===== src/rtl/amp_pwm_pkg.sv =====
package amp_pwm_pkg;

    localparam int unsigned LVL_W      = 8;
    localparam int unsigned RAMP_STEPS = 20;
    localparam int unsigned STEP_W     = $clog2(RAMP_STEPS);
    localparam int unsigned LVL_FULL   = (1 << LVL_W) - 1;

    typedef logic [LVL_W-1:0]  level_t;
    typedef logic [STEP_W-1:0] step_t;

    typedef enum logic {
        BURST_IDLE   = 1'b0,
        BURST_ACTIVE = 1'b1
    } burst_e;

    typedef struct packed {
        logic is_first;
        logic is_last;
    } sym_flags_t;

    // Smoothed edge shape, fraction of full amplitude scaled to 255.
    function automatic level_t edge_shape(input step_t k);
        level_t v;
        case (k)
            5'd0:    v = 8'd0;
            5'd1:    v = 8'd3;
            5'd2:    v = 8'd5;
            5'd3:    v = 8'd8;
            5'd4:    v = 8'd13;
            5'd5:    v = 8'd18;
            5'd6:    v = 8'd26;
            5'd7:    v = 8'd38;
            5'd8:    v = 8'd51;
            5'd9:    v = 8'd102;
            5'd10:   v = 8'd153;
            5'd11:   v = 8'd204;
            5'd12:   v = 8'd217;
            5'd13:   v = 8'd230;
            5'd14:   v = 8'd237;
            5'd15:   v = 8'd242;
            5'd16:   v = 8'd247;
            5'd17:   v = 8'd250;
            5'd18:   v = 8'd252;
            default: v = 8'd255;
        endcase
        return v;
    endfunction

    // Inverted-sense mapping: full amplitude -> 0, silence -> ceiling.
    function automatic level_t amp_to_duty(input level_t ceil, input level_t frac);
        logic [2*LVL_W:0] prod;
        logic [2*LVL_W:0] quot;
        prod = (2*LVL_W+1)'(ceil) * (2*LVL_W+1)'(frac) + (2*LVL_W+1)'(LVL_FULL / 2);
        quot = prod / (2*LVL_W+1)'(LVL_FULL);
        return ceil - level_t'(quot);
    endfunction

    function automatic level_t lvl_min(input level_t a, input level_t b);
        return (a < b) ? a : b;
    endfunction

endpackage


===== src/rtl/amp_burst_seq.sv =====
module amp_burst_seq
    import amp_pwm_pkg::*;
#(
    parameter int unsigned SYM_MS = 160
) (
    input  logic   clk,
    input  logic   rst,
    input  logic   sym_start_i,
    input  logic   sym_first_i,
    input  logic   sym_last_i,
    input  logic   ms_tick_i,
    output level_t frac_o
);

    localparam int unsigned MS_W = $clog2(SYM_MS);
    localparam logic [MS_W-1:0] IDX_LAST  = MS_W'(SYM_MS - 1);
    localparam logic [MS_W-1:0] IDX_RISE  = MS_W'(RAMP_STEPS);
    localparam logic [MS_W-1:0] IDX_FALL  = MS_W'(SYM_MS - RAMP_STEPS);

    burst_e          state_q;
    sym_flags_t      flags_q;
    logic [MS_W-1:0] ms_idx_q;

    always_ff @(posedge clk) begin
        if (rst) begin
            state_q  <= BURST_IDLE;
            flags_q  <= '0;
            ms_idx_q <= '0;
        end else if (sym_start_i) begin
            state_q          <= BURST_ACTIVE;
            flags_q.is_first <= sym_first_i;
            flags_q.is_last  <= sym_last_i;
            ms_idx_q         <= '0;
        end else if (ms_tick_i && state_q == BURST_ACTIVE) begin
            if (ms_idx_q == IDX_LAST) begin
                if (flags_q.is_last) begin
                    state_q  <= BURST_IDLE;
                    ms_idx_q <= '0;
                end
            end else begin
                ms_idx_q <= ms_idx_q + 1'b1;
            end
        end
    end

    logic [MS_W-1:0] fall_pos;
    level_t          rise_lvl;
    level_t          fall_lvl;

    always_comb begin
        fall_pos = IDX_LAST - ms_idx_q;
        rise_lvl = level_t'(LVL_FULL);
        fall_lvl = level_t'(LVL_FULL);
        if (flags_q.is_first && ms_idx_q < IDX_RISE)
            rise_lvl = edge_shape(step_t'(ms_idx_q));
        if (flags_q.is_last && ms_idx_q >= IDX_FALL)
            fall_lvl = edge_shape(step_t'(fall_pos));
        if (state_q == BURST_ACTIVE)
            frac_o = lvl_min(rise_lvl, fall_lvl);
        else
            frac_o = '0;
    end

    AST_IDX_RANGE: assert property (@(posedge clk) disable iff (rst)
        ms_idx_q <= IDX_LAST);

    AST_START_RESETS_IDX: assert property (@(posedge clk) disable iff (rst)
        sym_start_i |=> (ms_idx_q == '0) && (state_q == BURST_ACTIVE));

    AST_END_ONLY_AT_TAIL: assert property (@(posedge clk) disable iff (rst)
        (state_q == BURST_IDLE && $past(state_q) == BURST_ACTIVE && !$past(rst))
            |-> ($past(flags_q.is_last) && $past(ms_idx_q) == IDX_LAST));

    AST_RISE_MONOTONE: assert property (@(posedge clk) disable iff (rst)
        (state_q == BURST_ACTIVE && flags_q.is_first && !flags_q.is_last &&
         !$past(sym_start_i) && $past(state_q) == BURST_ACTIVE && !$past(rst))
            |-> frac_o >= $past(frac_o));

    AST_FALL_MONOTONE: assert property (@(posedge clk) disable iff (rst)
        (state_q == BURST_ACTIVE && flags_q.is_last && !flags_q.is_first &&
         !$past(sym_start_i) && $past(state_q) == BURST_ACTIVE && !$past(rst))
            |-> frac_o <= $past(frac_o));

endmodule


===== src/rtl/amp_duty_scale.sv =====
module amp_duty_scale
    import amp_pwm_pkg::*;
(
    input  logic   clk,
    input  logic   rst,
    input  level_t ceil_i,
    input  level_t frac_i,
    output level_t duty_o
);

    level_t duty_q;

    always_ff @(posedge clk) begin
        if (rst) duty_q <= level_t'(LVL_FULL);
        else     duty_q <= amp_to_duty(ceil_i, frac_i);
    end

    assign duty_o = duty_q;

    AST_DUTY_UNDER_CEIL: assert property (@(posedge clk) disable iff (rst)
        !rst |=> duty_q <= $past(ceil_i));

    AST_FULL_AMP_ZERO: assert property (@(posedge clk) disable iff (rst)
        (frac_i == level_t'(LVL_FULL)) |=> duty_q == '0);

endmodule


===== src/rtl/amp_pwm_core.sv =====
module amp_pwm_core
    import amp_pwm_pkg::*;
#(
    parameter int unsigned CE_DIV = 1
) (
    input  logic   clk,
    input  logic   rst,
    input  level_t duty_i,
    output logic   pwm_o
);

    logic tick;

    generate
        if (CE_DIV <= 1) begin : g_ce_every
            assign tick = 1'b1;
        end else begin : g_ce_div
            localparam int unsigned DIV_W = $clog2(CE_DIV);
            logic [DIV_W-1:0] div_q;
            always_ff @(posedge clk) begin
                if (rst)                             div_q <= '0;
                else if (div_q == DIV_W'(CE_DIV-1))  div_q <= '0;
                else                                 div_q <= div_q + 1'b1;
            end
            assign tick = (div_q == DIV_W'(CE_DIV-1));
        end
    endgenerate

    level_t cnt_q;
    level_t duty_q;

    always_ff @(posedge clk) begin
        if (rst) begin
            cnt_q  <= '0;
            duty_q <= level_t'(LVL_FULL);
        end else if (tick) begin
            cnt_q <= cnt_q + 1'b1;
            if (cnt_q == level_t'(LVL_FULL))
                duty_q <= duty_i;
        end
    end

    assign pwm_o = (cnt_q < duty_q);

    AST_LATCH_AT_BOUNDARY: assert property (@(posedge clk) disable iff (rst)
        (cnt_q != '0) |-> $stable(duty_q));

    AST_ZERO_DUTY_LOW: assert property (@(posedge clk) disable iff (rst)
        (duty_q == '0) |-> !pwm_o);

    AST_HIGH_BEFORE_LOW: assert property (@(posedge clk) disable iff (rst)
        ($fell(pwm_o) && cnt_q != '0) |-> (cnt_q == duty_q));

endmodule


===== src/rtl/amp_ramp_pwm.sv =====
module amp_ramp_pwm
    import amp_pwm_pkg::*;
#(
    parameter int unsigned SYM_MS = 160,
    parameter int unsigned CE_DIV = 1
) (
    input  logic       clk,
    input  logic       rst,
    input  logic       sym_start_i,
    input  logic       sym_first_i,
    input  logic       sym_last_i,
    input  logic       ms_tick_i,
    input  logic [7:0] ceiling_i,
    output logic       pwm_o
);

    level_t frac;
    level_t duty;

    amp_burst_seq #(.SYM_MS(SYM_MS)) u_seq (
        .clk         (clk),
        .rst         (rst),
        .sym_start_i (sym_start_i),
        .sym_first_i (sym_first_i),
        .sym_last_i  (sym_last_i),
        .ms_tick_i   (ms_tick_i),
        .frac_o      (frac)
    );

    amp_duty_scale u_scale (
        .clk    (clk),
        .rst    (rst),
        .ceil_i (ceiling_i),
        .frac_i (frac),
        .duty_o (duty)
    );

    amp_pwm_core #(.CE_DIV(CE_DIV)) u_pwm (
        .clk    (clk),
        .rst    (rst),
        .duty_i (duty),
        .pwm_o  (pwm_o)
    );

endmodule


===== config.mk =====
export PLATFORM = sky130hd
export DESIGN_NAME = amp_ramp_pwm
export DESIGN_NICKNAME = d
export VERILOG_FILES = /design/src/rtl/amp_pwm_pkg.sv /design/src/rtl/amp_burst_seq.sv /design/src/rtl/amp_duty_scale.sv /design/src/rtl/amp_pwm_core.sv /design/src/rtl/amp_ramp_pwm.sv
export SDC_FILE = /design/constraint.sdc
export NUM_CORES = 1
export LEC_CHECK = 0
export BUFFER_PORTS_ARGS = -buffer_cell sky130_fd_sc_hd__buf_4
export CAP_MARGIN = 20
export CORE_UTILIZATION = 60
export DETAILED_ROUTE_END_ITERATION = 7
export PLACE_DENSITY = 0.91
export SYNTH_ARGS = -nofsm -noshare
export SYNTH_HDL_FRONTEND = slang
export SYNTH_SLANG_ARGS = --single-unit

===== constraint.sdc =====
create_clock -name clk -period 15.16 [get_ports clk]
set_input_delay 3.032 -clock clk [delete_from_list [all_inputs] [get_ports clk]]
set_output_delay 3.032 -clock clk [all_outputs]
set_load 0.005 [all_outputs]

==> results of run 1 <==
==> layout by cell type, fill, tap and decap left out, types with 11 or more instances in the layout <==
cell      Yosys  routed
xor2_1       17      15
a31oi_1      14      11
buf_4         2      85
or3_1        15      13
nor2b_1      13      13
fa_1         42      42
nand2_1      76      75
nor2_1       81      74
nand2b_1     19      19
a21oi_1      66      58
and3_1       47      46
ha_1         76      67
and2_1       27      25
xnor2_1      18      17
dfxtp_1      43      42
a211o_1      16      14
nand3_1      26      24
nand4_1      12      12
a21o_1       16      16
inv_1        83      81
or2_2        12      12
nor3_1       26      22
o21ai_0      57      49
==> routing by layer <==
metal / global-route usage [%] / share of wire [%] / vias to the layer above
met5: 0 / 0 / -
met4: 9.15 / 6.1 / 0
met3: 3.77 / 9.6 / 203
met2: 51.3 / 47 / 705
met1: 42.0 / 37 / 4061
li1: - / - / 3773
==> final timing paths <==
| check | from | endpoint | slack (ns) | depth (start not counted) |
|---|---|---|---|---|
| hold reg to reg | u_scale.duty_o[5] | u_pwm.duty_q[5] | 0.45 | 1 |
| setup / recovery | u_seq.ms_idx_q[1] | u_scale.duty_o[7] | -0.30 | 65 |
| setup reg to reg | u_seq.ms_idx_q[1] | u_scale.duty_o[7] | -0.30 | 65 |
| hold / removal | u_scale.duty_o[5] | u_pwm.duty_q[5] | 0.45 | 1 |
==> final cells by class <==
type / instances / area (sq um)
sequential: 43 / 865
timing repair buffer: 89 / 677
tap: 172 / 215
multi-input combinational: 849 / 7100
fill: 828 / 3310
clock inverter: 2 / 12.5
inverter: 84 / 315
clock buffer: 6 / 129
==> through the flow <==
stage,utilization [%],setup TNS [ns]
final,73.8,-0.317
after detailed placement,65.1,-0.386
after global routing,73.8,-1.06
after floorplan,-,0
after CTS,67.1,0
after global placement,65.1,0
==> critical path: cells and delay by family (launching register included) <==
family	cells	cell delay, ns
simple gates	22	4.13
fa+ha+maj	9	3.50
xor+xnor	4	0.81
compound gates	24	5.69
flops	1	0.36
buf+inv	4	0.57
mux	2	0.26
==> kinds of logic (layout without fill, tap and decap cells) <==
| kind of cell | count (synthesis) | count (layout) |
|---|---|---|
| mux | 9 | 9 |
| compound gates | 285 | 287 |
| xor+xnor | 41 | 41 |
| buf+inv | 114 | 181 |
| flops | 43 | 43 |
| fa+ha+maj | 118 | 118 |
| simple gates | 394 | 394 |
==> timing repair <==
item / 4_1_cts / 5_1_grt
pin swaps: 2 / 40
setup endpoints to repair: 2 / 5
endpoints found under the hold margin: 0 / 0
buffers inserted: 3 / 31
resized for setup: 14 / 115
gates cloned: 0 / 3
==> flow_metrics.env, run 1 <==
export IMPL_outcome="finished, violations left"
export IMPL_violations="negative setup slack"
export IMPL_max_cap_violations=0
export IMPL_synth_async_reset_ratio_pct=0
export IMPL_synth_nets=1136
export IMPL_start_util_pct=61.4
export IMPL_syn_inst=1004
export IMPL_dr_pass1_iters=8
export IMPL_ant_nets=0
export IMPL_clock_sinks=43
export IMPL_synth_area_mux_share_pct=1.19
export IMPL_start_kind="register"
export IMPL_syn_area_per_cell_sq_um=7.72
export IMPL_yosysMostFrequentCell="inv_1"
export IMPL_ys_ff_latch=43
export IMPL_required_ns=15.34
export IMPL_vias_per_cell=7.02
export IMPL_seq_area_frac_synth_pct=11.1
export IMPL_synthTopCellsByArea="ha_1 12%, dfxtp_1 11%, fa_1 11%"
export IMPL_path_common_cell="nand2b_1"
export IMPL_clk_pin_slew_ns=0.06
export IMPL_synth_xor_area_share_pct=5.22
export IMPL_dp_slack_ns=-0.246
export IMPL_period_minus_slack_ns=15.46
export IMPL_cts_tree="built"
export IMPL_final_nets=1204
export IMPL_synth_top_cell_area_share_pct=12.3
export IMPL_yosys_area_top_type="ha_1"
export IMPL_synth_top_family_by_area="simple AND/OR/NAND/NOR gates"
export IMPL_synth_edf_count=0
export IMPL_die_x_um=116
export IMPL_antenna_found_initial=0
export IMPL_portBuffers=14
export IMPL_yosys_warnings=0
export IMPL_gp_congestion=1.05
export IMPL_die_y_um=116
export IMPL_stdcell_count=1245
export IMPL_ys_types=92
export IMPL_synth_adder_area_share_pct=23.1
export IMPL_dp_cells=1200
export IMPL_max_stage_delay_ns=0.59
export IMPL_crit_type="reg -> reg"
export IMPL_wl_per_cell_um=20.5
export IMPL_end_kind="register"
export IMPL_setup_viol=2
export IMPL_wirelength_mm=25.6
export IMPL_yosys_most_used_dff="dfxtp_1"
export IMPL_timing_final_ws_setup_ns=-0.302
export IMPL_placed_area_sq_um=8220
export IMPL_drt_iter0_drc=1419
export IMPL_dieArea_sq_um=13400
export IMPL_cp_data_arrival_time_ns=15.64
export IMPL_synthSimpleGateAreaFrac_pct=27.0
export IMPL_holdWs_ns=0.448
export IMPL_syn_area_sq_um=7750
export IMPL_finalCritPeriodShare_pct=102
export IMPL_drcViolationCount=0
export IMPL_fin_area_sq_um=9310
export IMPL_area_delta_synth_final_pct=20.2
export IMPL_layout_drive_gt1_share_pct=21.6
export IMPL_num_rows=41
export IMPL_io_pins=15
export IMPL_clock_path_buffers=2
export IMPL_track_usage_pct=30.8
export IMPL_finClkSkew_ns=0.00510
export IMPL_slew_viol_final=0
export IMPL_clk_latency_ns=0.29
export IMPL_hold_buffers=0
export IMPL_grt_ovfl_total=0
export IMPL_worstPathMaxFanout=12
export IMPL_hold_viol_final=0
export IMPL_hold_path_class="reg -> reg"
export IMPL_ys_top_cells_by_count="83 x inv_1, 81 x nor2_1, 76 x ha_1, 76 x nand2_1, 66 x a21oi_1"
export IMPL_grt_pass1_wl_mm=33.9
export IMPL_dp_hpwl_mm=15.5
export IMPL_fmax_ghz=0.0647
export IMPL_htree_levels=2
export IMPL_grt_pass1_vias=7408
export IMPL_clockRootBuffer="clkbuf_16"
export IMPL_synth_compound_area_share_pct=26.3
export IMPL_antennaDiodeCount=0
export IMPL_grt_start_max_net_pins=42
export IMPL_slew_headroom_pct=21.9
export IMPL_vias=8742
export IMPL_coreArea_sq_um=12600
export IMPL_slowest_stage="or4b_4"
export IMPL_tightestPinTransition_ns=1.17
export IMPL_numCtsBuffers=5
Power of run 1 is left out: the tool's default activity adds up to more than one toggle a clock period on the data nets, which glitch-free logic cannot reach.
==> run 2, diff against run 1 <==
--- a/config.mk
+++ b/config.mk
@@ -7,9 +7,9 @@
 export LEC_CHECK = 0
 export BUFFER_PORTS_ARGS = -buffer_cell sky130_fd_sc_hd__buf_4
 export CAP_MARGIN = 20
-export CORE_UTILIZATION = 60
+export CORE_UTILIZATION = 65
 export DETAILED_ROUTE_END_ITERATION = 7
-export PLACE_DENSITY = 0.91
+export PLACE_DENSITY = 0.93
 export SYNTH_ARGS = -nofsm -noshare
 export SYNTH_HDL_FRONTEND = slang
 export SYNTH_SLANG_ARGS = --single-unit
==> constraint.sdc (replaced) <==
create_clock -name clk -period 19.9 [get_ports clk]
set_input_delay 3.98 -clock clk [delete_from_list [all_inputs] [get_ports clk]]
set_output_delay 3.98 -clock clk [all_outputs]
set_load 0.005 [all_outputs]
==> run 2 against run 1 <==
  * The flow now finishes without violations
  * Critical path type unchanged
  * Sequential cell count unchanged
  * Wire length decreased by 22%
  * Worst setup slack improved by 3.1 ns
  * Via count decreased by 11%
  * First-iteration DRC count shrank 34%
  * Clock skew down 0.0021 ns
  * Worst hold slack got worse by 0.013 ns
  * Non-clock buffer count decreased by 72
  * Global-route usage rose by 1.3 points
  * Core utilization is 3.7 points lower
  * Final area is 13% lower
==> flow_metrics.env, run 2 (synthesis gave the netlist of run 1 again) <==
export IMPL_io_pins=15
export IMPL_die_x_um=111
export IMPL_vias_per_cell=6.82
export IMPL_cts_tree="built"
export IMPL_gp_congestion=0.931
export IMPL_setup_viol=0
export IMPL_fin_area_sq_um=8070
export IMPL_slew_headroom_pct=32.3
export IMPL_vias=7790
export IMPL_drt_iter0_drc=938
export IMPL_ant_nets=0
export IMPL_slew_viol_final=0
export IMPL_numCtsBuffers=5
export IMPL_hold_buffers=0
export IMPL_grt_pass1_wl_mm=33.2
export IMPL_hold_path_class="reg -> reg"
export IMPL_path_common_cell="o21ai_0"
export IMPL_required_ns=20.08
export IMPL_end_kind="register"
export IMPL_start_util_pct=67.3
export IMPL_post_cts_resize_count=0
export IMPL_finalCritPeriodShare_pct=85.9
export IMPL_worstPathMaxFanout=16
export IMPL_rsz0062_at_grt="no"
export IMPL_max_cap_violations=0
export IMPL_clock_sinks=43
export IMPL_antenna_found_initial=0
export IMPL_cp_data_arrival_time_ns=17.27
export IMPL_clk_pin_slew_ns=0.06
export IMPL_final_common_cell="inv_1"
export IMPL_num_rows=39
export IMPL_drcViolationCount=0
export IMPL_antennaDiodeCount=0
export IMPL_slowest_stage="a21oi_1"
export IMPL_grt_pass1_vias=7265
export IMPL_dieArea_sq_um=12400
export IMPL_finClkSkew_ns=0.00296
export IMPL_mostFrequentLayoutCells="83 x inv_1, 81 x nor2_1, 76 x nand2_1, 76 x ha_1, 66 x a21oi_1"
export IMPL_grt_start_max_net_pins=42
export IMPL_fmax_ghz=0.0585
export IMPL_track_usage_pct=32.1
export IMPL_coreArea_sq_um=11500
export IMPL_start_kind="register"
export IMPL_crit_type="reg -> reg"
export IMPL_grt_ovfl_total=0
export IMPL_clock_path_buffers=2
export IMPL_portBuffers=14
export IMPL_htree_levels=2
export IMPL_placed_area_sq_um=7900
export IMPL_dp_hpwl_mm=15.2
export IMPL_holdWs_ns=0.434
export IMPL_wirelength_mm=20.0
export IMPL_clockRootBuffer="clkbuf_16"
export IMPL_met3_usage_pct=4.54
export IMPL_layout_drive_gt1_share_pct=8.11
export IMPL_dp_slack_ns=3.55
export IMPL_max_stage_delay_ns=0.80
export IMPL_hold_viol_final=0
export IMPL_post_cts_buffers=0
export IMPL_period_minus_slack_ns=17.09
export IMPL_final_nets=1130
export IMPL_die_y_um=111
export IMPL_area_delta_synth_final_pct=4.18
export IMPL_tightestPinTransition_ns=1.02
export IMPL_dr_pass1_iters=6
export IMPL_timing_final_ws_setup_ns=2.81
export IMPL_grt_busiest_layer="met2"
export IMPL_wl_per_cell_um=17.5
export IMPL_clk_latency_ns=0.29
export IMPL_outcome="complete, no violations"
export IMPL_setup_tns_ns=0
export IMPL_use_met2_pct=53.7
export IMPL_grt_util_met1_pct=42.1
-- run 2: cell types whose count changed in the layout (fill, tap and decap cells not counted), moves of 4 or more --
cell	before	now
nor2_2	4	0
nor3_1	22	26
nor2_1	74	81
a21oi_1	58	66
a21oi_4	8	2
ha_1	67	76
ha_4	6	0
nor3_4	5	0
buf_4	85	16
o21ai_0	49	57
-- run 2: worst max-delay path, delay by kind of cell (launching register included) --
| kind | cells | cell delay, ns |
|---|---|---|
| flops | 1 | 0.57 |
| xor+xnor | 3 | 0.54 |
| simple gates | 26 | 5.21 |
| compound gates | 23 | 6.07 |
| fa+ha+maj | 8 | 3.21 |
| buf+inv | 5 | 0.41 |
| mux | 3 | 0.94 |
-- run 2: routing by layer --
metal / share of wire, % / routed length (um)
met1: 42 / 8330
met2: 47 / 9380
met3: 7.8 / 1560
met4: 3.4 / 674
met5: 0 / 0
-- run 2: stage by stage --
stage | cells | utilization (%)
2_1_floorplan | 1004 | -
3_3_place_gp | 1133 | 68.6
3_5_place_dp | 1133 | 68.6
4_1_cts | 1141 | 70.1
5_1_grt | 1142 | 70.1
6_report | 1142 | 70.1
-- run 2: worst paths after layout --
path | start | end | slack [ns] | depth (start not counted)
min | u_scale.duty_o[2] | u_pwm.duty_q[2] | 0.43 | 1
min reg2reg | u_scale.duty_o[2] | u_pwm.duty_q[2] | 0.43 | 1
max | u_seq.ms_idx_q[2] | u_scale.duty_o[7] | 2.81 | 68
max reg2reg | u_seq.ms_idx_q[2] | u_scale.duty_o[7] | 2.81 | 68
-- run 2: layout make-up --
type | count | area, sq um
Timing Repair Buffer | 17 | 125
Clock buffer | 5 | 125
Fill cell | 862 | 3440
Tap cell | 143 | 179
Multi-Input combinational cell | 847 | 6420
Clock inverter | 3 | 43.8
Sequential cell | 43 | 861
Inverter | 84 | 315
Power of run 2 is left out for the same reason.
